## src/rtl/cache_pkg.sv

```systemverilog
`timescale 1ns/1ps
package cache_pkg;

  // Byte lanes per data word are fixed by the port word size.
  localparam int BYTE_BITS = 8;

  typedef enum logic {
    FILL_IDLE = 1'b0,
    FILL_RUN  = 1'b1
  } fill_state_e;

endpackage

```

## src/rtl/cache_addr_split.sv

```systemverilog
`timescale 1ns/1ps
module cache_addr_split #(
  parameter int ADDR_W = 8,
  parameter int BOFF_W = 2,
  parameter int WO_W   = 2,
  parameter int IDX_W  = 2,
  localparam int TAG_W = ADDR_W - BOFF_W - WO_W - IDX_W
) (
  input  logic [ADDR_W-1:0] addr,
  output logic [TAG_W-1:0]  tag,
  output logic [IDX_W-1:0]  idx,
  output logic [WO_W-1:0]   woff,
  output logic [BOFF_W-1:0] boff
);

  localparam int WO_LO  = BOFF_W;
  localparam int IDX_LO = BOFF_W + WO_W;
  localparam int TAG_LO = BOFF_W + WO_W + IDX_W;

  // Fields are plain bit slices: division and modulo by powers of two.
  assign boff = addr[BOFF_W-1:0];
  assign woff = addr[WO_LO  +: WO_W];
  assign idx  = addr[IDX_LO +: IDX_W];
  assign tag  = addr[TAG_LO +: TAG_W];

endmodule

```

## src/rtl/cache_store.sv

```systemverilog
`timescale 1ns/1ps
module cache_store #(
  parameter int LINES  = 4,
  parameter int WORDS  = 4,
  parameter int DATA_W = 32,
  parameter int TAG_W  = 2,
  localparam int IDX_W = $clog2(LINES),
  localparam int WO_W  = $clog2(WORDS)
) (
  input  logic                    clk,
  input  logic                    rst_n,
  input  logic [IDX_W-1:0]        rd_idx,
  input  logic [WO_W-1:0]         rd_woff,
  output logic                    rd_valid,
  output logic                    rd_dirty,
  output logic [TAG_W-1:0]        rd_tag,
  output logic [DATA_W-1:0]       rd_word,
  output logic [WORDS*DATA_W-1:0] rd_line,
  input  logic                    fill_we,
  input  logic [WO_W-1:0]         fill_woff,
  input  logic [DATA_W-1:0]       fill_data,
  input  logic                    fill_done,
  input  logic [TAG_W-1:0]        fill_tag,
  input  logic                    cpu_we,
  input  logic [DATA_W-1:0]       cpu_data
);

  logic [LINES-1:0]  valid_q, valid_d;
  logic [LINES-1:0]  dirty_q, dirty_d;
  logic [TAG_W-1:0]  tag_q  [LINES];
  logic [DATA_W-1:0] data_q [LINES][WORDS];

  // Line state next value: a finished refill validates and cleans the line,
  // a store hit marks it modified.
  always_comb begin
    valid_d = valid_q;
    dirty_d = dirty_q;
    if (fill_done) begin
      valid_d[rd_idx] = 1'b1;
      dirty_d[rd_idx] = 1'b0;
    end else if (cpu_we) begin
      dirty_d[rd_idx] = 1'b1;
    end
  end

  always_ff @(posedge clk or negedge rst_n) begin
    if (!rst_n) begin
      valid_q <= '0;
      dirty_q <= '0;
    end else begin
      valid_q <= valid_d;
      dirty_q <= dirty_d;
    end
  end

  // Tag array: written once per refill.
  always_ff @(posedge clk) begin
    if (fill_done) begin
      tag_q[rd_idx] <= fill_tag;
    end
  end

  // Data array: refill words and store hits never coincide.
  always_ff @(posedge clk) begin
    if (fill_we) begin
      data_q[rd_idx][fill_woff] <= fill_data;
    end else if (cpu_we) begin
      data_q[rd_idx][rd_woff] <= cpu_data;
    end
  end

  assign rd_valid = valid_q[rd_idx];
  assign rd_dirty = dirty_q[rd_idx];
  assign rd_tag   = tag_q[rd_idx];
  assign rd_word  = data_q[rd_idx][rd_woff];

  for (genvar w = 0; w < WORDS; w++) begin : g_line_out
    assign rd_line[w*DATA_W +: DATA_W] = data_q[rd_idx][w];
  end

endmodule

```

## src/rtl/cache_wbuf.sv

```systemverilog
`timescale 1ns/1ps
module cache_wbuf #(
  parameter int ADDR_W = 8,
  parameter int DATA_W = 32,
  parameter int WORDS  = 4,
  parameter int IDX_W  = 2,
  parameter int TAG_W  = 2,
  localparam int WO_W   = $clog2(WORDS),
  localparam int BOFF_W = ADDR_W - TAG_W - IDX_W - WO_W
) (
  input  logic                    clk,
  input  logic                    rst_n,
  input  logic                    load,
  input  logic [TAG_W-1:0]        load_tag,
  input  logic [IDX_W-1:0]        load_idx,
  input  logic [WORDS*DATA_W-1:0] load_line,
  input  logic                    hold,
  output logic                    busy,
  output logic                    req,
  output logic [ADDR_W-1:0]       addr,
  output logic [DATA_W-1:0]       wdata,
  input  logic                    mem_ready
);

  localparam logic [WO_W-1:0] LAST = WO_W'(WORDS - 1);

  logic              busy_q, busy_d;
  logic [WO_W-1:0]   cnt_q, cnt_d;
  logic [TAG_W-1:0]  tag_q;
  logic [IDX_W-1:0]  idx_q;
  logic [DATA_W-1:0] word_q [WORDS];
  logic              xfer;

  // Drain only while the refill engine does not own the port.
  assign req   = busy_q && !hold;
  assign xfer  = req && mem_ready;
  assign busy  = busy_q;
  assign addr  = {tag_q, idx_q, cnt_q, {BOFF_W{1'b0}}};
  assign wdata = word_q[cnt_q];

  always_comb begin
    busy_d = busy_q;
    cnt_d  = cnt_q;
    if (load) begin
      busy_d = 1'b1;
      cnt_d  = '0;
    end else if (xfer) begin
      cnt_d = cnt_q + 1'b1;
      if (cnt_q == LAST) begin
        busy_d = 1'b0;
      end
    end
  end

  always_ff @(posedge clk or negedge rst_n) begin
    if (!rst_n) begin
      busy_q <= 1'b0;
      cnt_q  <= '0;
    end else begin
      busy_q <= busy_d;
      cnt_q  <= cnt_d;
    end
  end

  always_ff @(posedge clk) begin
    if (load) begin
      tag_q <= load_tag;
      idx_q <= load_idx;
    end
  end

  for (genvar w = 0; w < WORDS; w++) begin : g_hold
    always_ff @(posedge clk) begin
      if (load) begin
        word_q[w] <= load_line[w*DATA_W +: DATA_W];
      end
    end
  end

endmodule

```

## src/rtl/cache_ctrl.sv

```systemverilog
`timescale 1ns/1ps
module cache_ctrl
  import cache_pkg::*;
#(
  parameter int WORDS = 4,
  localparam int WO_W = $clog2(WORDS)
) (
  input  logic            clk,
  input  logic            rst_n,
  input  logic            cpu_valid,
  input  logic            hit,
  input  logic            victim_dirty,
  input  logic            buf_busy,
  input  logic            mem_ready,
  output logic            cpu_ready,
  output logic            fill_active,
  output logic [WO_W-1:0] fill_woff,
  output logic            fill_we,
  output logic            fill_done,
  output logic            buf_load
);

  localparam logic [WO_W-1:0] LAST = WO_W'(WORDS - 1);

  fill_state_e     state_q, state_d;
  logic [WO_W-1:0] cnt_q, cnt_d;
  logic            idle;
  logic            start;

  assign idle        = (state_q == FILL_IDLE);
  assign cpu_ready   = idle && cpu_valid && hit;
  // A miss waits in idle until the held victim has drained.
  assign start       = idle && cpu_valid && !hit && !buf_busy;
  assign buf_load    = start && victim_dirty;
  assign fill_active = (state_q == FILL_RUN);
  assign fill_woff   = cnt_q;
  assign fill_we     = fill_active && mem_ready;
  assign fill_done   = fill_we && (cnt_q == LAST);

  always_comb begin
    state_d = state_q;
    cnt_d   = cnt_q;
    unique case (state_q)
      FILL_IDLE: begin
        if (start) begin
          state_d = FILL_RUN;
          cnt_d   = '0;
        end
      end
      FILL_RUN: begin
        if (fill_we) begin
          cnt_d = cnt_q + 1'b1;
          if (fill_done) begin
            state_d = FILL_IDLE;
          end
        end
      end
      default: state_d = FILL_IDLE;
    endcase
  end

  always_ff @(posedge clk or negedge rst_n) begin
    if (!rst_n) begin
      state_q <= FILL_IDLE;
      cnt_q   <= '0;
    end else begin
      state_q <= state_d;
      cnt_q   <= cnt_d;
    end
  end

endmodule

```

## src/rtl/dm_wb_cache.sv

```systemverilog
`timescale 1ns/1ps
module dm_wb_cache #(
  parameter int ADDR_W = 8,
  parameter int DATA_W = 32,
  parameter int LINES  = 4,
  parameter int WORDS  = 4
) (
  input  logic              clk,
  input  logic              rst_n,
  input  logic              cpu_valid,
  input  logic              cpu_write,
  input  logic [ADDR_W-1:0] cpu_addr,
  input  logic [DATA_W-1:0] cpu_wdata,
  output logic              cpu_ready,
  output logic [DATA_W-1:0] cpu_rdata,
  output logic              mem_req,
  output logic              mem_we,
  output logic [ADDR_W-1:0] mem_addr,
  output logic [DATA_W-1:0] mem_wdata,
  input  logic              mem_ready,
  input  logic [DATA_W-1:0] mem_rdata
);

  localparam int BOFF_W = $clog2(DATA_W / cache_pkg::BYTE_BITS);
  localparam int WO_W   = $clog2(WORDS);
  localparam int IDX_W  = $clog2(LINES);
  localparam int TAG_W  = ADDR_W - BOFF_W - WO_W - IDX_W;

  logic [TAG_W-1:0]        req_tag;
  logic [IDX_W-1:0]        req_idx;
  logic [WO_W-1:0]         req_woff;
  logic [BOFF_W-1:0]       unused_boff;
  logic                    line_valid;
  logic                    line_dirty;
  logic [TAG_W-1:0]        line_tag;
  logic [WORDS*DATA_W-1:0] line_data;
  logic                    hit;
  logic                    fill_active;
  logic [WO_W-1:0]         fill_woff;
  logic                    fill_we;
  logic                    fill_done;
  logic                    buf_load;
  logic                    buf_busy;
  logic                    wb_req;
  logic [ADDR_W-1:0]       wb_addr;
  logic [DATA_W-1:0]       wb_wdata;
  logic                    store_hit;

  cache_addr_split #(
    .ADDR_W (ADDR_W),
    .BOFF_W (BOFF_W),
    .WO_W   (WO_W),
    .IDX_W  (IDX_W)
  ) u_split (
    .addr (cpu_addr),
    .tag  (req_tag),
    .idx  (req_idx),
    .woff (req_woff),
    .boff (unused_boff)
  );

  cache_store #(
    .LINES  (LINES),
    .WORDS  (WORDS),
    .DATA_W (DATA_W),
    .TAG_W  (TAG_W)
  ) u_store (
    .clk       (clk),
    .rst_n     (rst_n),
    .rd_idx    (req_idx),
    .rd_woff   (req_woff),
    .rd_valid  (line_valid),
    .rd_dirty  (line_dirty),
    .rd_tag    (line_tag),
    .rd_word   (cpu_rdata),
    .rd_line   (line_data),
    .fill_we   (fill_we),
    .fill_woff (fill_woff),
    .fill_data (mem_rdata),
    .fill_done (fill_done),
    .fill_tag  (req_tag),
    .cpu_we    (store_hit),
    .cpu_data  (cpu_wdata)
  );

  assign hit       = line_valid && (line_tag == req_tag);
  assign store_hit = cpu_ready && cpu_write;

  cache_ctrl #(
    .WORDS (WORDS)
  ) u_ctrl (
    .clk          (clk),
    .rst_n        (rst_n),
    .cpu_valid    (cpu_valid),
    .hit          (hit),
    .victim_dirty (line_valid && line_dirty),
    .buf_busy     (buf_busy),
    .mem_ready    (mem_ready),
    .cpu_ready    (cpu_ready),
    .fill_active  (fill_active),
    .fill_woff    (fill_woff),
    .fill_we      (fill_we),
    .fill_done    (fill_done),
    .buf_load     (buf_load)
  );

  cache_wbuf #(
    .ADDR_W (ADDR_W),
    .DATA_W (DATA_W),
    .WORDS  (WORDS),
    .IDX_W  (IDX_W),
    .TAG_W  (TAG_W)
  ) u_wbuf (
    .clk       (clk),
    .rst_n     (rst_n),
    .load      (buf_load),
    .load_tag  (line_tag),
    .load_idx  (req_idx),
    .load_line (line_data),
    .hold      (fill_active),
    .busy      (buf_busy),
    .req       (wb_req),
    .addr      (wb_addr),
    .wdata     (wb_wdata),
    .mem_ready (mem_ready)
  );

  // Port owner: refill reads first, held-line writes otherwise.
  assign mem_req   = fill_active || wb_req;
  assign mem_we    = wb_req;
  assign mem_addr  = fill_active ? {req_tag, req_idx, fill_woff, {BOFF_W{1'b0}}} : wb_addr;
  assign mem_wdata = wb_wdata;

endmodule

```

## config.mk

```make
export PLATFORM = sky130hd
export DESIGN_NAME = dm_wb_cache
export DESIGN_NICKNAME = d
export VERILOG_FILES = /design/src/rtl/cache_pkg.sv /design/src/rtl/cache_addr_split.sv /design/src/rtl/cache_store.sv /design/src/rtl/cache_wbuf.sv /design/src/rtl/cache_ctrl.sv /design/src/rtl/dm_wb_cache.sv
export SDC_FILE = /design/constraint.sdc
export NUM_CORES = 1
export LEC_CHECK = 0
export ABC_CLOCK_PERIOD_IN_PS = 10400
export BUFFER_PORTS_ARGS = -buffer_cell sky130_fd_sc_hd__buf_2
export CAP_MARGIN = 25
export CORE_UTILIZATION = 30
export DETAILED_ROUTE_END_ITERATION = 6
export HOLD_SLACK_MARGIN = 0.1
export PLACE_DENSITY = 0.45
export SLEW_MARGIN = 5
export SYNTH_ARGS = -nofsm -noshare
export SYNTH_HDL_FRONTEND = slang
export SYNTH_HIERARCHICAL = 1
export SYNTH_SLANG_ARGS = --single-unit
```

## constraint.sdc

```tcl
create_clock -name clk -period 10.4 [get_ports clk]
set_clock_uncertainty 0.2 [all_clocks]
set_input_delay 0.52 -clock clk [delete_from_list [all_inputs] [get_ports clk]]
set_output_delay 0.52 -clock clk [all_outputs]
set_load 0.005 [all_outputs]
```

Yosys cells after proc, flatten, opt, wreduce, memory -nomap -nowiden
Memory sizes are Yosys's and may differ from the RTL's.
Cells that the tools add are included.
{"block": "word_totals", "reg_bits": 18, "ramBits": 648, "inputBits": 77, "wordCells": 348, "n_memories": 3}
{"name": "u_store.data_q", "depth": 4, "width": 128, "rd": 1, "rd_clocked_by_memory_dff": 0, "wr": 1, "line_no": "cache_store.sv:31", "rtl": "logic [DATA_W-1:0] data_q [LINES][WORDS];"}
{"name": "u_wbuf.word_q", "depth": 4, "width": 32, "rd": 1, "rd_clocked_by_memory_dff": 0, "wr": 4, "line_no": "cache_wbuf.sv:31", "rtl": "logic [DATA_W-1:0] word_q [WORDS];"}
{"name": "u_store.tag_q", "depth": 4, "width": 2, "rd": 1, "rd_clocked_by_memory_dff": 0, "wr": 1, "line_no": "cache_store.sv:30", "rtl": "logic [TAG_W-1:0] tag_q [LINES];"}
{"block": "op_classes", "addsub": 2, "order_cmp": 6, "n_eq_ne": 5, "n_mux": 165, "n_bitwise": 135, "n_reduce_logical": 24}
{"operator": "$mux W128", "count": 2}
{"operator": "$mux W1", "count": 144}
{"operator": "$demux W32 S2", "count": 2}
{"operator": "$mux W32", "count": 4}
{"operator": "$or A1 B1 Y1", "count": 128}
{"operator": "$bmux W32 S2", "count": 1}
{"operator": "$logic_and A1 B1 Y1", "count": 15}
{"operator": "$mux W2", "count": 4}
{"operator": "$mux W4", "count": 2}
{"operator": "$mux W8", "count": 1}
{"operator": "$or A4 B4 Y4", "count": 2}
{"operator": "$ge A3 B3 Y1 const B", "count": 2}
{"operator": "$lt A3 B1 Y1 const B", "count": 2}
{"operator": "$not A2 Y3", "count": 2}
{"operator": "$reduce_bool A2 Y1", "count": 3}
{"operator": "$add A2 B1 Y2 const B", "count": 2}
{"operator": "$and A4 B4 Y4", "count": 1}
{"operator": "$bmux W1 S2", "count": 2}
{"operator": "$eq A2 B2 Y1 const B", "count": 2}
{"operator": "$not A4 Y4", "count": 1}
{"operator": "$pmux W2 S2", "count": 1}
{"operator": "$reduce_and A2 Y1", "count": 2}
{"operator": "$logic_not A1 Y1", "count": 3}
{"operator": "$lt A2 B3 Y1 const B", "count": 1}
{"operator": "8 further kinds", "count": 8}

Depth between registers and ports, before layout
Gate-level depths: netlist of the first run.
{"block": "depth", "ltp_word": 9, "ltp_mapped": 16, "ltp_nobuf": 8}

Cells and area by module
Netlist of the first run, hierarchy kept.
{"module": "cache_store", "instances": 1, "cells_each": 1002, "area_each_um2": 21485.6, "seq_area_each_um2": 15815.2}
{"module": "cache_wbuf", "instances": 1, "cells_each": 189, "area_each_um2": 4943.5, "seq_area_each_um2": 4038.9}
{"module": "cache_ctrl", "instances": 1, "cells_each": 18, "area_each_um2": 188.9, "seq_area_each_um2": 75.1}
{"module": "dm_wb_cache", "instances": 1, "cells_each": 15, "area_each_um2": 161.4, "seq_area_each_um2": 0.0}
{"module": "cache_addr_split", "instances": 1, "cells_each": 8, "area_each_um2": 60.1, "seq_area_each_um2": 0.0}

Worst setup path after synthesis of the first run
OpenSTA, ideal clock, no wires.
{"block": "synth_path", "path_kind": "in2reg", "startpoint": "in cpu_addr[4]", "endpoint": "reg u_wbuf.cnt_q[1]", "setup_time_ps": 139, "t_arrival_ps": 11854, "required_ps": 10061, "slack_ps": -1793, "stages": 10, "path_buffers": 4, "path_cell_list": "buf_4 -> buf_6 -> buf_2 -> buf_2 -> mux4_2 -> xnor2_1 -> and3_1 -> nor3_1 -> nand2b_1 -> mux2i_1"}
{"block": "synth_via", "elab_chain_len": 8, "elab_cells_between_ends": 14, "classes_between": "1 x eq/ne; 5 x mux; 7 x reduce/logical; 1 x memory"}
{"element": "start: declaration", "line_no": "dm_wb_cache.sv:12", "rtl": "input logic [ADDR_W-1:0] cpu_addr,"}
{"element": "$mem_v2 Z4 W2 *"}
{"element": "net line_tag[0]", "line_no": "dm_wb_cache.sv:35", "rtl": "logic [TAG_W-1:0] line_tag;"}
{"element": "$eq A2 B2 Y1 *", "line_no": "dm_wb_cache.sv:86", "rtl": "assign hit = line_valid && (line_tag == req_tag);"}
{"element": "$logic_and A1 B1 Y1 *", "line_no": "dm_wb_cache.sv:86"}
{"element": "net hit", "line_no": "dm_wb_cache.sv:37", "rtl": "logic hit;"}
{"element": "$logic_not A1 Y1 *", "line_no": "cache_ctrl.sv:33", "rtl": "assign start = idle && cpu_valid && !hit && !buf_busy;"}
{"element": "$logic_and A1 B1 Y1 * (2 in a row)", "line_no": "cache_ctrl.sv:33"}
{"element": "$logic_and A1 B1 Y1 *", "line_no": "cache_ctrl.sv:34", "rtl": "assign buf_load = start && victim_dirty;"}
{"element": "net buf_load", "line_no": "dm_wb_cache.sv:42", "rtl": "logic buf_load;"}
{"element": "$mux W2 or $reduce_bool A2 Y1 (tied branches)"}
{"element": "end signal: assignment", "line_no": "cache_wbuf.sv:61", "rtl": "cnt_q <= cnt_d;"}
{"element": "end: declaration", "line_no": "cache_wbuf.sv:28", "rtl": "logic [WO_W-1:0] cnt_q, cnt_d;"}
Mark *: on every way through the listed nets, which the timed path passes. The rest lies on a longest branch. The select of a mux whose other input is x is not followed.
A chain may end at the register's enable or synchronous reset.

Final worst setup path of the first run
{"block": "layout_path", "startpoint": "in cpu_addr[4]", "endpoint": "out cpu_rdata[2]"}
{"block": "layout_via", "elab_chain_len": 4}
{"element": "$mem_v2 Z4 W128"}
{"element": "net line_data[98]", "line_no": "dm_wb_cache.sv:36", "rtl": "logic [WORDS*DATA_W-1:0] line_data;"}
{"element": "$bmux W32 S2", "line_no": "cache_store.sv:75", "rtl": "assign rd_word = data_q[rd_idx][rd_woff];"}
{"element": "$mux W32 (implied by the code) (2 in a row)", "line_no": "cache_store.sv:75"}
{"element": "end: declaration", "line_no": "dm_wb_cache.sv:15", "rtl": "output logic [DATA_W-1:0] cpu_rdata,"}
The timed path passes the listed nets, and every way through them passes these cells. The select of a mux whose other input is x is not followed.

==> results of run 1 <==
worst max-delay path by stage:
stage | end
after floorplan | u_wbuf/cnt_q[0]$_DFFE_PN0P_
after global placement | u_store/data_q[3][111]$_DFFE_PP_
after detailed placement | u_store/data_q[1][118]$_DFFE_PP_
after CTS | cpu_rdata[12]
after global routing | cpu_rdata[2]
final | cpu_rdata[2]
critical path: stages:
cell and delay [ns]:
buf_8 0.27, buf_4 0.74, buf_4 0.75, buf_4 0.82, mux4_1 0.74, a22oi_1 0.20
nand2_1 0.11, buf_2 0.14
registers in the layout, indices dropped and copies added (netlist names), named ones only:
register,flops
u_wbuf/busy,1
u_wbuf/tag_q,2
u_store/valid_q,4
u_ctrl/fill_active,1
u_ctrl/fill_woff,2
u_wbuf/cnt_q,2
u_store/tag_q,8
u_wbuf/idx_q,2
u_store/data_q,512
u_wbuf/word_q,128
what timing repair did:
action | in CTS | in global routing
endpoints found under the setup margin | 0 | 0
setup buffers | 0 | 0
endpoints found under the hold margin | 70 | 0
hold buffers | 14 | 0
through the flow:
step	total power [mW]	instances	hold WS, ns	util [%]	setup WS (ns)
final	6.264	2637	0.1306	35.59	5.258
after global routing	6.487	2637	0.1330	35.59	4.789
after floorplan	3.515	1231	0.02441	-	2.332
after global placement	3.752	2497	0.2321	32.77	4.648
after detailed placement	3.768	2498	0.2408	32.78	4.595
after CTS	6.353	2637	0.1006	35.59	5.021
layout make-up:
| type | count | area [um^2] | share of cell area, % |
|---|---|---|---|
| tap | 1165 | 1458 | 4.627 |
| sequential | 666 | 19930 | 63.27 |
| multi-input combinational | 480 | 6584 | 20.90 |
| clock buffer | 95 | 1994 | 6.331 |
| inverter | 3 | 11.26 | 0.03575 |
| clock inverter | 30 | 351.6 | 1.116 |
| timing repair buffer | 198 | 1170 | 3.714 |
power groups by stage:
stage / clock, mW / combinational [mW] / sequential [mW]
after detailed placement: 0 / 0.566 / 3.20
after floorplan: 0 / 0.339 / 3.18
after global routing: 2.73 / 0.602 / 3.15
after global placement: 0 / 0.559 / 3.19
after CTS: 2.64 / 0.573 / 3.14
final: 2.57 / 0.554 / 3.14
per-layer routing:
layer	vias up	share of wire (%)	wire length, um
met5	-	0.036	25
met4	4	1.7	1203
met3	92	3.8	2668
met2	273	52	36130
met1	6995	42	29360
li1	5550	-	-
==> results.md, run 1 <==
- Sw Share: 22.46%
- Vias in the first global route: approximately 14k
- Measured slew at the worst slew-check pin: 0.9958 ns
- Warning count from the yosys run: 6
- Total global routing overflow: 0
- GR met3 Demand/Resource: 2.280%
- Filler Cell Count: 8142
- Critical Path RT: 9.68 ns
- Gate count of the mapped netlist: 1230
- Final setup vio count: 0
- Hold Fails Final Rpt: 0
- Synth Cell Area: roughly 27000 um^2
- Hold WC Path Type: in2reg
- Total number of nets in the final design: ~1.5k
- DR WL/cell: 26.31 um
- FF-to-FF Start: u_store/tag_q[3][1]$_DFFE_PP_
- Setup repair after global routing missed its margin: no
- Maximum fanout along the worst path: 40
- Maximum buffer depth of the clock tree: 3
- Global router's overall resource usage: 15.55%
- Detail Placement HPWL: 41.25 mm
- Fraction of power consumed by combinational cells: around 8.9%
- Kind of start point of the critical path: input port
- Worst Path Class, Setup: in2out
- P_leak: 10.18 nW
- Worst hold endpoint: u_store/data_q[2][26]$_DFFE_PP_
- Ratio of cells with drive above 1 in the final layout: 35.05%
- Clk Tree Root Cell: clkbuf_16
- CTS tree: built
- Count of standard-cell rows: around 110
- Clock buffer count from CTS: 72
- Post-cts sizing count: 0
- Syn-to-layout area delta: 17.43%
- Clock latency reported for the late side of the worst-skew pair: 0.60 ns
- Most used cells in the layout excluding fill and tap cells: 652 x edfxtp_1, 156 x mux4_2, 145 x buf_2, 91 x mux2_1, 77 x clkbuf_16
- Post-Route Setup TNS: 0 ns
- Setup slack of the most critical reg-to-reg path: 5.43 ns
- Worst setup EP type: primary output
- Chip Width: 301.0 um
- Worst Hold Path Cells: 2
- Startpoint of the tightest hold check path: mem_rdata[26]
- Part of the cycle the worst path needs: 49.45%
- I/O Pins: 152
- Power share of the sequential group: 50.2%
- Tmin final: 5.142 ns
- Global-route wire length before repair: roughly 100 mm
- Failing checks: DRC
- Area of the die: 90620 um^2
- Number of antenna violations at the first check in global routing: 5
- First-pass DRT Iterations: 7
- Most common cell after layout, fill and taps aside: edfxtp_1
- Reg2Reg Capture Point: u_store/data_q[1][114]$_DFFE_PP_
- Placed cell area: 29010 um^2
- Number of max-cap violations: 0
- Internal portion of total power: 4.857 mW
- Diodes inserted: 0
- Post-DRT Antenna Nets: 0
- P_sw: between 1 and 1.5 mW
- Clock sinks: 666
- Overall routed net length: ~69 mm
- Core outline area: a little under 90000 um^2
- Starting density of the core: 30.31%
- Total number of vias: 12.91k
- Via density per instance: 4.897
- Port Buffer Count: around 150
- Status: complete, but fails checks
- CTS H-tree depth: 3
- Final number of max-transition violations: 0
- Met1 usage: 19.67%
- Per-instance average area after synthesis: 21.81 um^2
- Global route hottest layer: met2
- Weighted congestion at the end of routability-driven global placement: between 0.6 and 0.7
- Worst setup path startpoint: cpu_addr[4]
- Maximum operating frequency: 0.1945 GHz
- Clock network fraction of total power: 41.0%
- Met2 Resource Use GR: 27.60%
- Power density normalized to cell area: 198.8 nW/um^2
- Worst-case vdd ir drop: 0.0001011 V
- Max-Slew Margin vs Limit: 33.62%
- Arrival time of the worst setup path: 4.42 ns
- Maximum number of pins on one net before global-route repair: 71
- Reg clk slew, reported paths: roughly 0.060 ns
- Final design instance area without fill: between 30000 and 40000 um^2
- Starting DRC count in detailed routing: about 960
- DRC violation count after routing: 16
- Die boundary height: 301.0 um
- Number of cells traversed by the worst register-to-register path: 10
Note: power is estimated with default switching activity, not from simulation.
==> inputs of run 2 (changes only) <==
--- a/config.mk
+++ b/config.mk
@@ -5,13 +5,14 @@
 export SDC_FILE = /design/constraint.sdc
 export NUM_CORES = 1
 export LEC_CHECK = 0
-export ABC_CLOCK_PERIOD_IN_PS = 10400
+export ABC_AREA = 1
+export ABC_CLOCK_PERIOD_IN_PS = 5200
 export BUFFER_PORTS_ARGS = -buffer_cell sky130_fd_sc_hd__buf_2
 export CAP_MARGIN = 25
 export CORE_UTILIZATION = 30
 export DETAILED_ROUTE_END_ITERATION = 6
 export HOLD_SLACK_MARGIN = 0.1
-export PLACE_DENSITY = 0.45
+export PLACE_DENSITY = 0.43
 export SLEW_MARGIN = 5
 export SYNTH_ARGS = -nofsm -noshare
 export SYNTH_HDL_FRONTEND = slang
==> constraint.sdc (replaced) <==
create_clock -name clk -period 5.2 [get_ports clk]
set_clock_uncertainty 0.2 [all_clocks]
set_input_delay 0.26 -clock clk [delete_from_list [all_inputs] [get_ports clk]]
set_output_delay 0.26 -clock clk [all_outputs]
set_load 0.005 [all_outputs]
==> results.md, run 2 <==
- Arrival time of the worst setup path: 4.41 ns (was 4.42 ns)
- Hold WC Path Type: in2reg (unchanged)
- CTS tree: built (unchanged)
- CTS H-tree depth: 3 (unchanged)
- Clock sinks: 666 (unchanged)
- Total global routing overflow: 0 (unchanged)
- Non-Filler Instances: 4571 (was 2637)
- Maximum operating frequency: 0.2332 GHz
- Top Registers: u_store/data_q: 512 flops, u_wbuf/word_q: 128 flops, u_store/tag_q: 8 flops (unchanged)
- Number of buffers inserted for hold repair after clock tree synthesis: 92 (was 14)
- Status: finished, final reports clean (was complete, but fails checks)
- Capturing element of the worst setup path: u_store/data_q[0][68]$_DFFE_PP_ (was cpu_rdata[2])
- Hold Fails Final Rpt: 0 (unchanged)
- Setup repair after global routing missed its margin: no (unchanged)
- Part of the cycle the worst path needs: around 80%
- Most used cells in the layout excluding fill and tap cells: 1676 x nand2_1, 652 x edfxtp_1, 194 x inv_1, 145 x buf_2, 131 x o21ai_0 (was 652 x edfxtp_1, 156 x mux4_2, 145 x buf_2, 91 x mux2_1, 77 x clkbuf_16)
- P_leak: 14.90 nW (was 10.18 nW)
- Layout Utilization: 35.94% (was 35.59%)
- Setup slack of the most critical reg-to-reg path: 1.43 ns (was 5.43 ns)
- Overall routed net length: 89.51 mm (was 69.39 mm)
- Number of max-cap violations: 0 (unchanged)
- Clock latency reported for the late side of the worst-skew pair: 0.62 ns (was 0.60 ns)
- Core outline area: 97280 um^2 (was 88510 um^2)
- Per-instance average area after synthesis: 9.778 um^2 (was 21.81 um^2)
- Count of standard-cell rows: 114 (was 109)
- Via density per instance: 4.533 (was 4.897)
- Max-Slew Margin vs Limit: 31.85% (was 33.62%)
- Area of the die: 99950 um^2 (was 90620 um^2)
- Port Buffer Count: 147 (unchanged)
- Final number of max-transition violations: 0 (unchanged)
- Starting density of the core: 30.44% (was 30.31%)
- DRC violation count after routing: 0 (was 16)
- Syn-to-layout area delta: 18.08% (was 17.43%)
- Kind of start point of the critical path: input port (unchanged)
- Critical Path RT: 5.32 ns (was 9.68 ns)
- Number of cells traversed by the worst register-to-register path: 15 (was 10)
- Global-route wire length before repair: 129.4 mm (was 99.77 mm)
- Largest register FFs: 512 (unchanged)
- Weighted congestion at the end of routability-driven global placement: 0.7398 (was 0.6813)
- Worst Path Class, Setup: in2reg (was in2out)
- Die boundary height: 316.2 um (was 301.0 um)
- Gate count of the mapped netlist: 3028 (was 1230)
- FF-to-FF Start: u_store/tag_q[0][1]$_DFFE_PP_ (was u_store/tag_q[3][1]$_DFFE_PP_)
- Post-Route Setup TNS: 0 ns (unchanged)
- Reg2Reg Capture Point: u_store/data_q[0][68]$_DFFE_PP_ (was u_store/data_q[1][114]$_DFFE_PP_)
- Number of antenna violations at the first check in global routing: 9 (was 5)
- Worst-case vdd ir drop: 0.0002041 V (was 0.0001011 V)
- Post-CTS Setup Inserts: 0 (unchanged)
- Register name with the most flops: u_store/data_q (unchanged)
- Worst setup path startpoint: cpu_addr[4] (unchanged)
- First-pass DRT Iterations: 5 (was 7)
- Starting DRC count in detailed routing: 1425 (was 962)
- Tmin final: 4.289 ns
- I/O Pins: 152 (unchanged)
- DR WL/cell: 19.58 um (was 26.31 um)
- Maximum buffer depth of the clock tree: 3 (unchanged)
- Measured slew at the worst slew-check pin: 1.022 ns (was 0.9958 ns)
- Clk Tree Root Cell: clkbuf_16 (unchanged)
- Ratio of cells with drive above 1 in the final layout: 10.69% (was 35.05%)
- Chip Width: 316.2 um (was 301.0 um)
- Placed cell count: 4349 (was 2498)
- Detail Placement HPWL: 52.94 mm (was 41.25 mm)
- Reg clk slew, reported paths: 0.06 ns (about the same)
- Post-DRT Antenna Nets: 0 (unchanged)
- Vias in the first global route: 19.80k (was 14.02k)
- Clock buffer count from CTS: 71 (was 72)
- Synth Cell Area: 29610 um^2 (was 26820 um^2)
- Power density normalized to cell area: 379.9 nW/um^2 (was 198.8 nW/um^2)
- Worst setup EP type: flop (was primary output)
- Total number of vias: 20.72k (was 12.91k)
- Total number of nets in the final design: 3319 (was 1500)
- Post-cts sizing count: 0 (unchanged)
- Global router's overall resource usage: 17.93% (was 15.55%)
- Maximum fanout along the worst path: 57 (was 40)
- Warning count from the yosys run: 6 (unchanged)
- Final setup vio count: 0 (unchanged)
- Maximum number of pins on one net before global-route repair: 81 (was 71)
- Most common cell after layout, fill and taps aside: nand2_1 (was edfxtp_1)
[run 2: changes by cell type in the layout (fill, tap and decap cells not counted), moves of 32 or more]
cell | previous run | this run
nand2_1 | 33 | 1676
mux4_2 | 156 | 0
dlygate4sd3_1 | 14 | 92
a22oi_1 | 64 | 4
inv_1 | 3 | 194
nor2_1 | 6 | 82
or2_2 | 0 | 32
mux2_2 | 38 | 0
o21ai_0 | 0 | 131
mux2_1 | 91 | 0
nand3_1 | 1 | 39
[run 2: power breakdown]
group / leakage (nW) / internal (mW) / switching (mW) / total [mW]
clock network: 1.06 / 2.76 / 2.06 / 4.82
logic: 7.79 / 0.683 / 1.40 / 2.08
registers: 6.05 / 6.19 / 0.192 / 6.38
total: 14.9 / 9.64 / 3.65 / 13.3
[run 2: area by class of cell]
type,count,area (um^2)
clock inverters,31,202.7
multi-input cells,2010,8070
inverters,202,768.2
clock buffers,96,1977
diodes,1,2.502
fillers,9708,62320
flip-flops and latches,666,19930
repair buffers,289,2411
well taps,1276,1597
[run 2: per-layer routing]
layer	share of wire, %	vias to the layer above	GRT usage, %
met5	0.077	-	0
met4	2.2	10	4.765
met3	4.9	127	2.806
met2	47	541	29.61
met1	46	9927	24.47
li1	-	10116	-
[run 2: worst min path at each step]
stage | startpoint | to | slack, ns | cells past startpoint
4_1_cts | cpu_wdata[21] | u_store/data_q[3][53]$_DFFE_PP_ | 0.10 | 3
3_5_place_dp | rst_n | asynchronous set/reset pin | -0.01 | 1
6_report | cpu_wdata[21] | u_store/data_q[2][117]$_DFFE_PP_ | 0.10 | 3
5_1_grt | cpu_wdata[2] | u_store/data_q[3][2]$_DFFE_PP_ | 0.13 | 3
3_3_place_gp | rst_n | u_wbuf/busy$_DFFE_PN0P_ | -0.01 | 1
2_1_floorplan | rst_n | u_ctrl/fill_active$_DFF_PN0_ | -0.24 | 0
[run 2: critical path, stage by stage]
cell           delay [ns]
dlygate4sd3_1        0.54
clkbuf_8             0.21
inv_8                0.31
nand2_2              0.15
inv_1                0.12
a22oi_1              0.07
nand2_1              0.11
nand2_1              0.06
inv_1                0.05
nor2_1               0.03
nor2_1               0.13
nor3b_1              0.25
nand2_1              0.09
inv_1                0.19
nand2_1              0.15
nor2_1               0.19
inv_2                0.33
buf_12               0.31
nand2_1              0.07
o21ai_0              0.07
dlygate4sd3_1        0.61
[run 2: per-stage QoR]
step	instance area, um^2	total power, mW	setup slack (ns)	hold WS [ns]
finish	34960	13.28	0.9115	0.1042
global route	34960	13.86	0.4918	0.1255
CTS	34900	13.45	0.8584	0.1001
detailed placement	31800	8.554	1.199	-0.01369
global placement	31750	8.518	1.249	-0.01104
floorplan	29620	7.612	0.7110	-0.2356
